### src/rtl/subpix_pkg.sv
package subpix_pkg;

  typedef enum logic [1:0] {
    ST_IDLE   = 2'd0,
    ST_TRAIN  = 2'd1,
    ST_CMD    = 2'd2,
    ST_ACTIVE = 2'd3
  } seq_state_t;

  // colour slot rotation R(0) -> G(1) -> B(2) -> R(0)
  function automatic logic [1:0] rgb_advance(input logic [1:0] cur);
    return (cur == 2'd2) ? 2'd0 : cur + 2'd1;
  endfunction

endpackage

### src/rtl/subpix_window.sv
module subpix_window #(
  parameter int W     = 10,
  parameter int OFF_W = 4
) (
  input  logic             clk,
  input  logic             rst_n,
  input  logic [W-1:0]     rx_bits,
  input  logic [OFF_W-1:0] sel_off,
  output logic [W-1:0]     match_vec,
  output logic [W-1:0]     word_aligned
);
  localparam logic [W-1:0] PRE = {{(W/2){1'b1}}, {(W-W/2){1'b0}}};

  logic [W-1:0]   cur_q, prev_q;
  logic [2*W-1:0] hist;
  logic [W-1:0]   win [W];

  always_ff @(posedge clk or negedge rst_n) begin
    if (!rst_n) begin
      cur_q  <= '0;
      prev_q <= '0;
    end else begin
      prev_q <= cur_q;
      cur_q  <= rx_bits;
    end
  end

  assign hist = {prev_q, cur_q};

  // window k starts k bits into the older word
  for (genvar k = 0; k < W; k++) begin : g_win
    assign win[k]       = hist[2*W-1-k -: W];
    assign match_vec[k] = (win[k] == PRE);
  end

  always_comb begin
    word_aligned = win[0];
    for (int k = 1; k < W; k++) begin
      if (sel_off == OFF_W'(k)) word_aligned = win[k];
    end
  end
endmodule

### src/rtl/subpix_lock.sv
module subpix_lock #(
  parameter int W         = 10,
  parameter int OFF_W     = 4,
  parameter int LOCK_RUN  = 4,
  parameter int TMO_WORDS = 64
) (
  input  logic             clk,
  input  logic             rst_n,
  input  logic             restart,
  input  logic             search_en,
  input  logic [W-1:0]     match_vec,
  output logic             lock_hit,
  output logic             tmo_hit,
  output logic [OFF_W-1:0] off_q
);
  localparam int RUN_W = $clog2(LOCK_RUN + 1);
  localparam int TMO_W = $clog2(TMO_WORDS + 1);
  localparam logic [RUN_W-1:0] RUN_LAST = RUN_W'(LOCK_RUN - 1);
  localparam logic [TMO_W-1:0] TMO_LAST = TMO_W'(TMO_WORDS - 1);

  logic [RUN_W-1:0] run [W];
  logic [W-1:0]     hit_vec;
  logic [OFF_W-1:0] hit_off;
  logic [TMO_W-1:0] tmo_cnt;

  // one run-length counter per candidate offset
  always_ff @(posedge clk or negedge rst_n) begin
    if (!rst_n) begin
      for (int k = 0; k < W; k++) run[k] <= '0;
    end else begin
      for (int k = 0; k < W; k++) begin
        if (restart || !search_en || !match_vec[k]) run[k] <= '0;
        else                                        run[k] <= run[k] + 1'b1;
      end
    end
  end

  for (genvar k = 0; k < W; k++) begin : g_hit
    assign hit_vec[k] = search_en && match_vec[k] && (run[k] == RUN_LAST);
  end

  always_comb begin
    hit_off = '0;
    for (int k = W - 1; k >= 0; k--) begin
      if (hit_vec[k]) hit_off = OFF_W'(k);
    end
  end

  assign lock_hit = |hit_vec;
  assign tmo_hit  = search_en && !lock_hit && (tmo_cnt == TMO_LAST);

  always_ff @(posedge clk or negedge rst_n) begin
    if (!rst_n) begin
      tmo_cnt <= '0;
      off_q   <= '0;
    end else begin
      if (restart)                             tmo_cnt <= '0;
      else if (search_en && tmo_cnt != TMO_LAST) tmo_cnt <= tmo_cnt + 1'b1;
      if (lock_hit && !restart) off_q <= hit_off;
    end
  end
endmodule

### src/rtl/subpix_seq.sv
module subpix_seq
  import subpix_pkg::*;
#(
  parameter int W     = 10,
  parameter int HDR_W = 4
) (
  input  logic         clk,
  input  logic         rst_n,
  input  logic         vsync_detect,
  input  logic         lock_hit,
  input  logic         tmo_hit,
  input  logic [W-1:0] word,
  output logic         search_en,
  output logic         pix_valid,
  output logic [W-1:0] pix_word,
  output logic [1:0]   pix_rgb,
  output logic         cmd_valid,
  output logic [W-1:0] cmd_word,
  output logic         locked,
  output logic         align_error
);
  localparam logic [W-1:0] PRE = {{(W/2){1'b1}}, {(W-W/2){1'b0}}};

  seq_state_t       state;
  logic             trained, seen_pre;
  logic [HDR_W-1:0] cmd_left, hdr_cnt;
  logic [1:0]       rgb_ctr;
  logic             is_pre;

  assign is_pre    = (word == PRE);
  assign hdr_cnt   = word[HDR_W-1:0];
  assign search_en = (state == ST_TRAIN) && !trained;

  always_ff @(posedge clk or negedge rst_n) begin
    if (!rst_n) begin
      state       <= ST_IDLE;
      trained     <= 1'b0;
      seen_pre    <= 1'b0;
      cmd_left    <= '0;
      rgb_ctr     <= 2'd0;
      pix_valid   <= 1'b0;
      pix_word    <= '0;
      pix_rgb     <= 2'd0;
      cmd_valid   <= 1'b0;
      cmd_word    <= '0;
      locked      <= 1'b0;
      align_error <= 1'b0;
    end else begin
      pix_valid <= 1'b0;
      cmd_valid <= 1'b0;
      if (vsync_detect) begin
        state       <= ST_TRAIN;
        trained     <= 1'b0;
        seen_pre    <= 1'b0;
        locked      <= 1'b0;
        align_error <= 1'b0;
        rgb_ctr     <= 2'd0;
      end else begin
        case (state)
          ST_IDLE: ;
          ST_TRAIN: begin
            if (!trained) begin
              if (lock_hit) begin
                trained  <= 1'b1;
                locked   <= 1'b1;
                seen_pre <= 1'b1;
              end else if (tmo_hit) begin
                trained     <= 1'b1;
                align_error <= 1'b1;
              end
            end else if (is_pre) begin
              seen_pre <= 1'b1;
            end else if (seen_pre) begin
              cmd_left <= hdr_cnt;
              rgb_ctr  <= 2'd0;
              state    <= (hdr_cnt == '0) ? ST_ACTIVE : ST_CMD;
            end
          end
          ST_CMD: begin
            cmd_valid <= 1'b1;
            cmd_word  <= word;
            cmd_left  <= cmd_left - 1'b1;
            if (cmd_left == HDR_W'(1)) state <= ST_ACTIVE;
          end
          ST_ACTIVE: begin
            pix_valid <= 1'b1;
            pix_word  <= word;
            pix_rgb   <= rgb_ctr;
            rgb_ctr   <= rgb_advance(rgb_ctr);
          end
          default: state <= ST_IDLE;
        endcase
      end
    end
  end
endmodule

### src/rtl/subpix_aligner.sv
module subpix_aligner #(
  parameter int WORD_W    = 10,
  parameter int LOCK_RUN  = 4,
  parameter int TMO_WORDS = 64,
  parameter int HDR_W     = 4
) (
  input  logic              clk,
  input  logic              rst_n,
  input  logic              vsync_detect,
  input  logic [WORD_W-1:0] rx_bits,
  output logic              pix_valid,
  output logic [WORD_W-1:0] pix_word,
  output logic [1:0]        pix_rgb,
  output logic              cmd_valid,
  output logic [WORD_W-1:0] cmd_word,
  output logic              locked,
  output logic              align_error
);
  localparam int OFF_W = $clog2(WORD_W);

  logic [WORD_W-1:0] match_vec;
  logic [WORD_W-1:0] word_aligned;
  logic [OFF_W-1:0]  off_q;
  logic              lock_hit;
  logic              tmo_hit;
  logic              search_en;

  subpix_window #(.W(WORD_W), .OFF_W(OFF_W)) u_window (
    .clk          (clk),
    .rst_n        (rst_n),
    .rx_bits      (rx_bits),
    .sel_off      (off_q),
    .match_vec    (match_vec),
    .word_aligned (word_aligned)
  );

  subpix_lock #(
    .W(WORD_W), .OFF_W(OFF_W), .LOCK_RUN(LOCK_RUN), .TMO_WORDS(TMO_WORDS)
  ) u_lock (
    .clk       (clk),
    .rst_n     (rst_n),
    .restart   (vsync_detect),
    .search_en (search_en),
    .match_vec (match_vec),
    .lock_hit  (lock_hit),
    .tmo_hit   (tmo_hit),
    .off_q     (off_q)
  );

  subpix_seq #(.W(WORD_W), .HDR_W(HDR_W)) u_seq (
    .clk          (clk),
    .rst_n        (rst_n),
    .vsync_detect (vsync_detect),
    .lock_hit     (lock_hit),
    .tmo_hit      (tmo_hit),
    .word         (word_aligned),
    .search_en    (search_en),
    .pix_valid    (pix_valid),
    .pix_word     (pix_word),
    .pix_rgb      (pix_rgb),
    .cmd_valid    (cmd_valid),
    .cmd_word     (cmd_word),
    .locked       (locked),
    .align_error  (align_error)
  );
endmodule

### config.mk
export PLATFORM = sky130hd
export DESIGN_NAME = subpix_aligner
export DESIGN_NICKNAME = d
export VERILOG_FILES = /design/src/rtl/subpix_pkg.sv /design/src/rtl/subpix_window.sv /design/src/rtl/subpix_lock.sv /design/src/rtl/subpix_seq.sv /design/src/rtl/subpix_aligner.sv
export SDC_FILE = /design/constraint.sdc
export NUM_CORES = 1
export LEC_CHECK = 0
export CAP_MARGIN = 15
export CORE_UTILIZATION = 55
export CTS_CLUSTER_DIAMETER = 50
export CTS_CLUSTER_SIZE = 40
export DETAILED_ROUTE_END_ITERATION = 6
export HOLD_SLACK_MARGIN = 0.05
export PLACE_DENSITY_LB_ADDON = 0.3
export SKIP_LAST_GASP = 1
export SYNTH_ARGS = -nofsm -noshare
export SYNTH_HDL_FRONTEND = slang
export SYNTH_HIERARCHICAL = 1
export SYNTH_SLANG_ARGS = --single-unit
### constraint.sdc
create_clock -name clk -period 4.3 [get_ports clk]
set_input_delay 0.86 -clock clk [delete_from_list [all_inputs] [get_ports clk]]
set_output_delay 0.86 -clock clk [all_outputs]
set_load 0.05 [all_outputs]
==> impl_metrics.py <==
metrics = {
    "drt": {
        "drc": 0,
        "route.antenna.remaining_nets": 0,
        "avgViaCountPerCell": 5.92,
        "dr.pass1.iters": 5,
        "dr.first_iter.drc_count": 361,
        "vias": 4319,
        "wl_per_cell_um": 17.1,
        "wl_um": 12500,
    },
    "finish": {
        "area_growth_pct": 12.7,
        "final_cells": 730,
        "antennaDiodeCount": 0,
        "fillers": 789,
        "drive_gt1_share_pct": 8.99,
        "final_net_count": 632,
    },
    "setup_path": {
        "slowest_delay_ps": 740,
        "crit_path_end_kind": "flop",
        "required_ps": 4570,
        "worstPathCellList": "buf_4 > nor2b_1 > a21oi_1 > nor3_1 > a2111oi_0 > o21ai_1 > nand4_1 > or4_4 > and2_4 > o221a_1",
        "arrival_ps": 3710,
        "path_class": "flop to flop",
        "cp.buffers_inverters": 1,
        "cp_top_family": "simple AND/OR/NAND/NOR gates",
        "worstPathMaxFanout": 20,
        "cp-start-kind": "flop",
        "cp_slowest_cell": "dfrtp_1",
    },
    "pwr": {
        "power_leakage_uw": 0.00275,
        "powerDensity_nw_per_um2": 310,
        "ir_drop_uv": 172,
    },
    "worst_hold_path": {
        "hold_path.class": "flop to flop",
    },
    "global_routing": {
        "grt_most_used_layer": "met2",
        "grt_pass1_vias": 4191,
        "use_met1_pct": 36.6,
        "overflow": 0,
        "grt_pass1_wl_um": 20900,
        "antenna_found_initial": 0,
        "grtUsageTotal_pct": 26.8,
        "use_met3_pct": 5.64,
        "grt_max_degree": 75,
        "grt_util_met2_pct": 41.3,
    },
    "synthesis": {
        "synthAdderAreaFrac_pct": 5.40,
        "yosys.area.top_type": "dfrtp_1",
        "syn_avg_cell_area_um2": 9.38,
        "ys.flop_type": "dfrtp_1",
        "synth_top_family_by_area": "simple AND/OR/NAND/NOR gates",
        "synth_area_leaders": "dfrtp_1, nand2_1, ha_1",
        "synth_xor_area_share_pct": 0.329,
        "synth_compound_area_share_pct": 16.7,
        "ys_seq_area_share_pct": 45.5,
        "synth_mux_area_share_pct": 4.25,
        "synthSimpleGateAreaFrac_pct": 23.0,
        "ys_warn_count": 6,
        "ys_types": 76,
        "synth_edf_count": 0,
        "synthesis.nets": 604,
        "async_reset_ff_share_pct": 100,
        "syn_inst": 568,
        "synth_area_um2": 5330,
        "synth-seq-cells": 97,
        "post-synth-top-area-fraction_pct": 45.5,
    },
    "floorplanning": {
        "die_area_um2": 10100,
        "die_w_um": 100,
        "rows": 35,
        "core_area_um2": 9330,
        "start_util_pct": 57.1,
        "ios": 39,
        "die_y_um": 100,
    },
    "placed_design": {
        "dp.cells": 714,
        "port_buffers": 38,
        "place_ws_ps": 941,
        "gp_congestion": 0.969,
        "post-dp-hpwl_um": 8890,
    },
    "clocking": {
        "cts_hold_buf": 0,
        "cts_buffers": 9,
        "post_cts_resize_count": 0,
        "clock_latency_ps": 370,
        "tritoncts": "built",
        "path_clk_slew_ps": 100,
        "cts_buffer_depth": 2,
        "clock-sinks": 97,
        "clockRootBuffer": "clkbuf_8",
        "post-cts-setup-buffer-count": 0,
        "cts_max_level": 3,
    },
    "sta": {
        "fin_crit_sh_pct": 79.9,
        "final-setup-viol-count": 0,
        "rsz0062_at_grt": "false",
        "fin_ws_ps": 864,
        "worst_slew_pin_slew_ps": 913,
        "finalSetupTns_ps": 0,
        "skew_ps": 14.2,
        "slew_headroom_pct": 39.1,
        "finalHoldViolCount": 0,
        "slew_viol_final": 0,
        "max_freq_ghz": 0.291,
        "period_needed_ps": 3440,
    },
    "status": {
        "outcome": "finished, final reports clean",
    },
    "flow_run": {
        "cap_viol_max_count": 0,
    },
}
Yosys cell counts (all sizes together) (4+ instances only):
master / count
a21oi: 39
a22oi: 6
a31oi: 12
and2: 8
and3: 12
buf: 14
clkbuf: 20
dfrtp: 97
ha: 23
inv: 25
mux2: 11
mux2i: 8
nand2: 84
nand2b: 13
nand3: 7
nor2: 55
nor2b: 15
nor3: 8
nor3b: 6
o21ai: 20
o221ai: 4
o22ai: 12
o31ai: 4
or3: 5
power breakdown:
part | total, uW | switching (uW) | internal (uW) | leakage [uW]
clock network | 616 | 337 | 279 | 0.0000994
registers | 983 | 43.7 | 940 | 0.00128
logic | 264 | 167 | 97.2 | 0.00137
area by class of cell:
class	count	area (um^2)	share of cell area, %
clock buffers	10	128	2.12
multi-input cells	412	2650	44.0
flip-flops and latches	97	2430	40.4
repair buffers	51	475	7.92
inverters	25	93.8	1.56
clock inverters	6	75.1	1.25
well taps	129	161	2.69
metal layers:
layer	share of wire, %	wire (um)
met5	0	0
met4	3.3	408
met3	5.7	713
met2	45	5650
met1	46	5730
metrics by stage:
step | hold WS, ps | total power, uW | cell area (um^2) | util, %
after floorplan | 331 | 1160 | 5330 | -
after global placement | 337 | 1260 | 5800 | 62.2
after detailed placement | 342 | 1260 | 5800 | 62.2
after CTS | 364 | 1880 | 6010 | 64.4
after global routing | 378 | 1950 | 6010 | 64.4
final | 361 | 1860 | 6010 | 64.4
state kept, by name, indices dropped and copies added (netlist names), 2 cells and up:
name and cells:
u_window/cur_q 10, u_lock/run 30, u_seq/cmd_left 4, u_seq/pix_word 10
u_lock/off_q 4, u_window/prev_q 10, u_seq/pix_rgb 2, u_seq/cmd_word 10
u_lock/tmo_cnt 7, u_seq/state 2, u_seq/rgb_ctr 2
path summary, 6_finish.rpt:
path	slack, ps	endpoint	startpoint	cells past startpoint
worst max-delay path	860	u_seq/cmd_left[2]	u_lock/off_q[0]	10
worst min-delay path	360	u_window/prev_q[0]	u_window/cur_q[0]	0
worst max register to register	860	u_seq/cmd_left[2]	u_lock/off_q[0]	10
worst min register to register	360	u_window/prev_q[0]	u_window/cur_q[0]	0
max in group asynchronous	2810	u_lock/tmo_cnt[6]	rst_n	2
min in group asynchronous	620	u_lock/run[14]	rst_n	1
cell usage in the layout, fill, tap and decap left out, types with 8 or more instances in the layout:
| master | count |
|---|---|
| a31oi_1 | 12 |
| dfrtp_1 | 97 |
| o21ai_1 | 10 |
| ha_1 | 23 |
| clkdlybuf4s50_1 | 37 |
| and3_1 | 12 |
| mux2i_1 | 8 |
| buf_4 | 14 |
| o21ai_0 | 10 |
| nor2b_1 | 14 |
| a21oi_1 | 39 |
| clkbuf_8 | 9 |
| nor2_1 | 55 |
| o22ai_1 | 12 |
| nand2b_1 | 12 |
| inv_1 | 23 |
| nand2_1 | 84 |
logic make-up (layout without fill, tap and decap cells):
logic type,Yosys count,after routing
buffers and inverters,59,92
XOR/XNOR,2,2
multiplexers,20,20
flip-flops,97,97
AND/OR/NAND/NOR,235,235
adder cells (fa/ha/maj),23,23
AO/OA/AOI/OAI,132,132
Power figures use the tool's default switching activity.
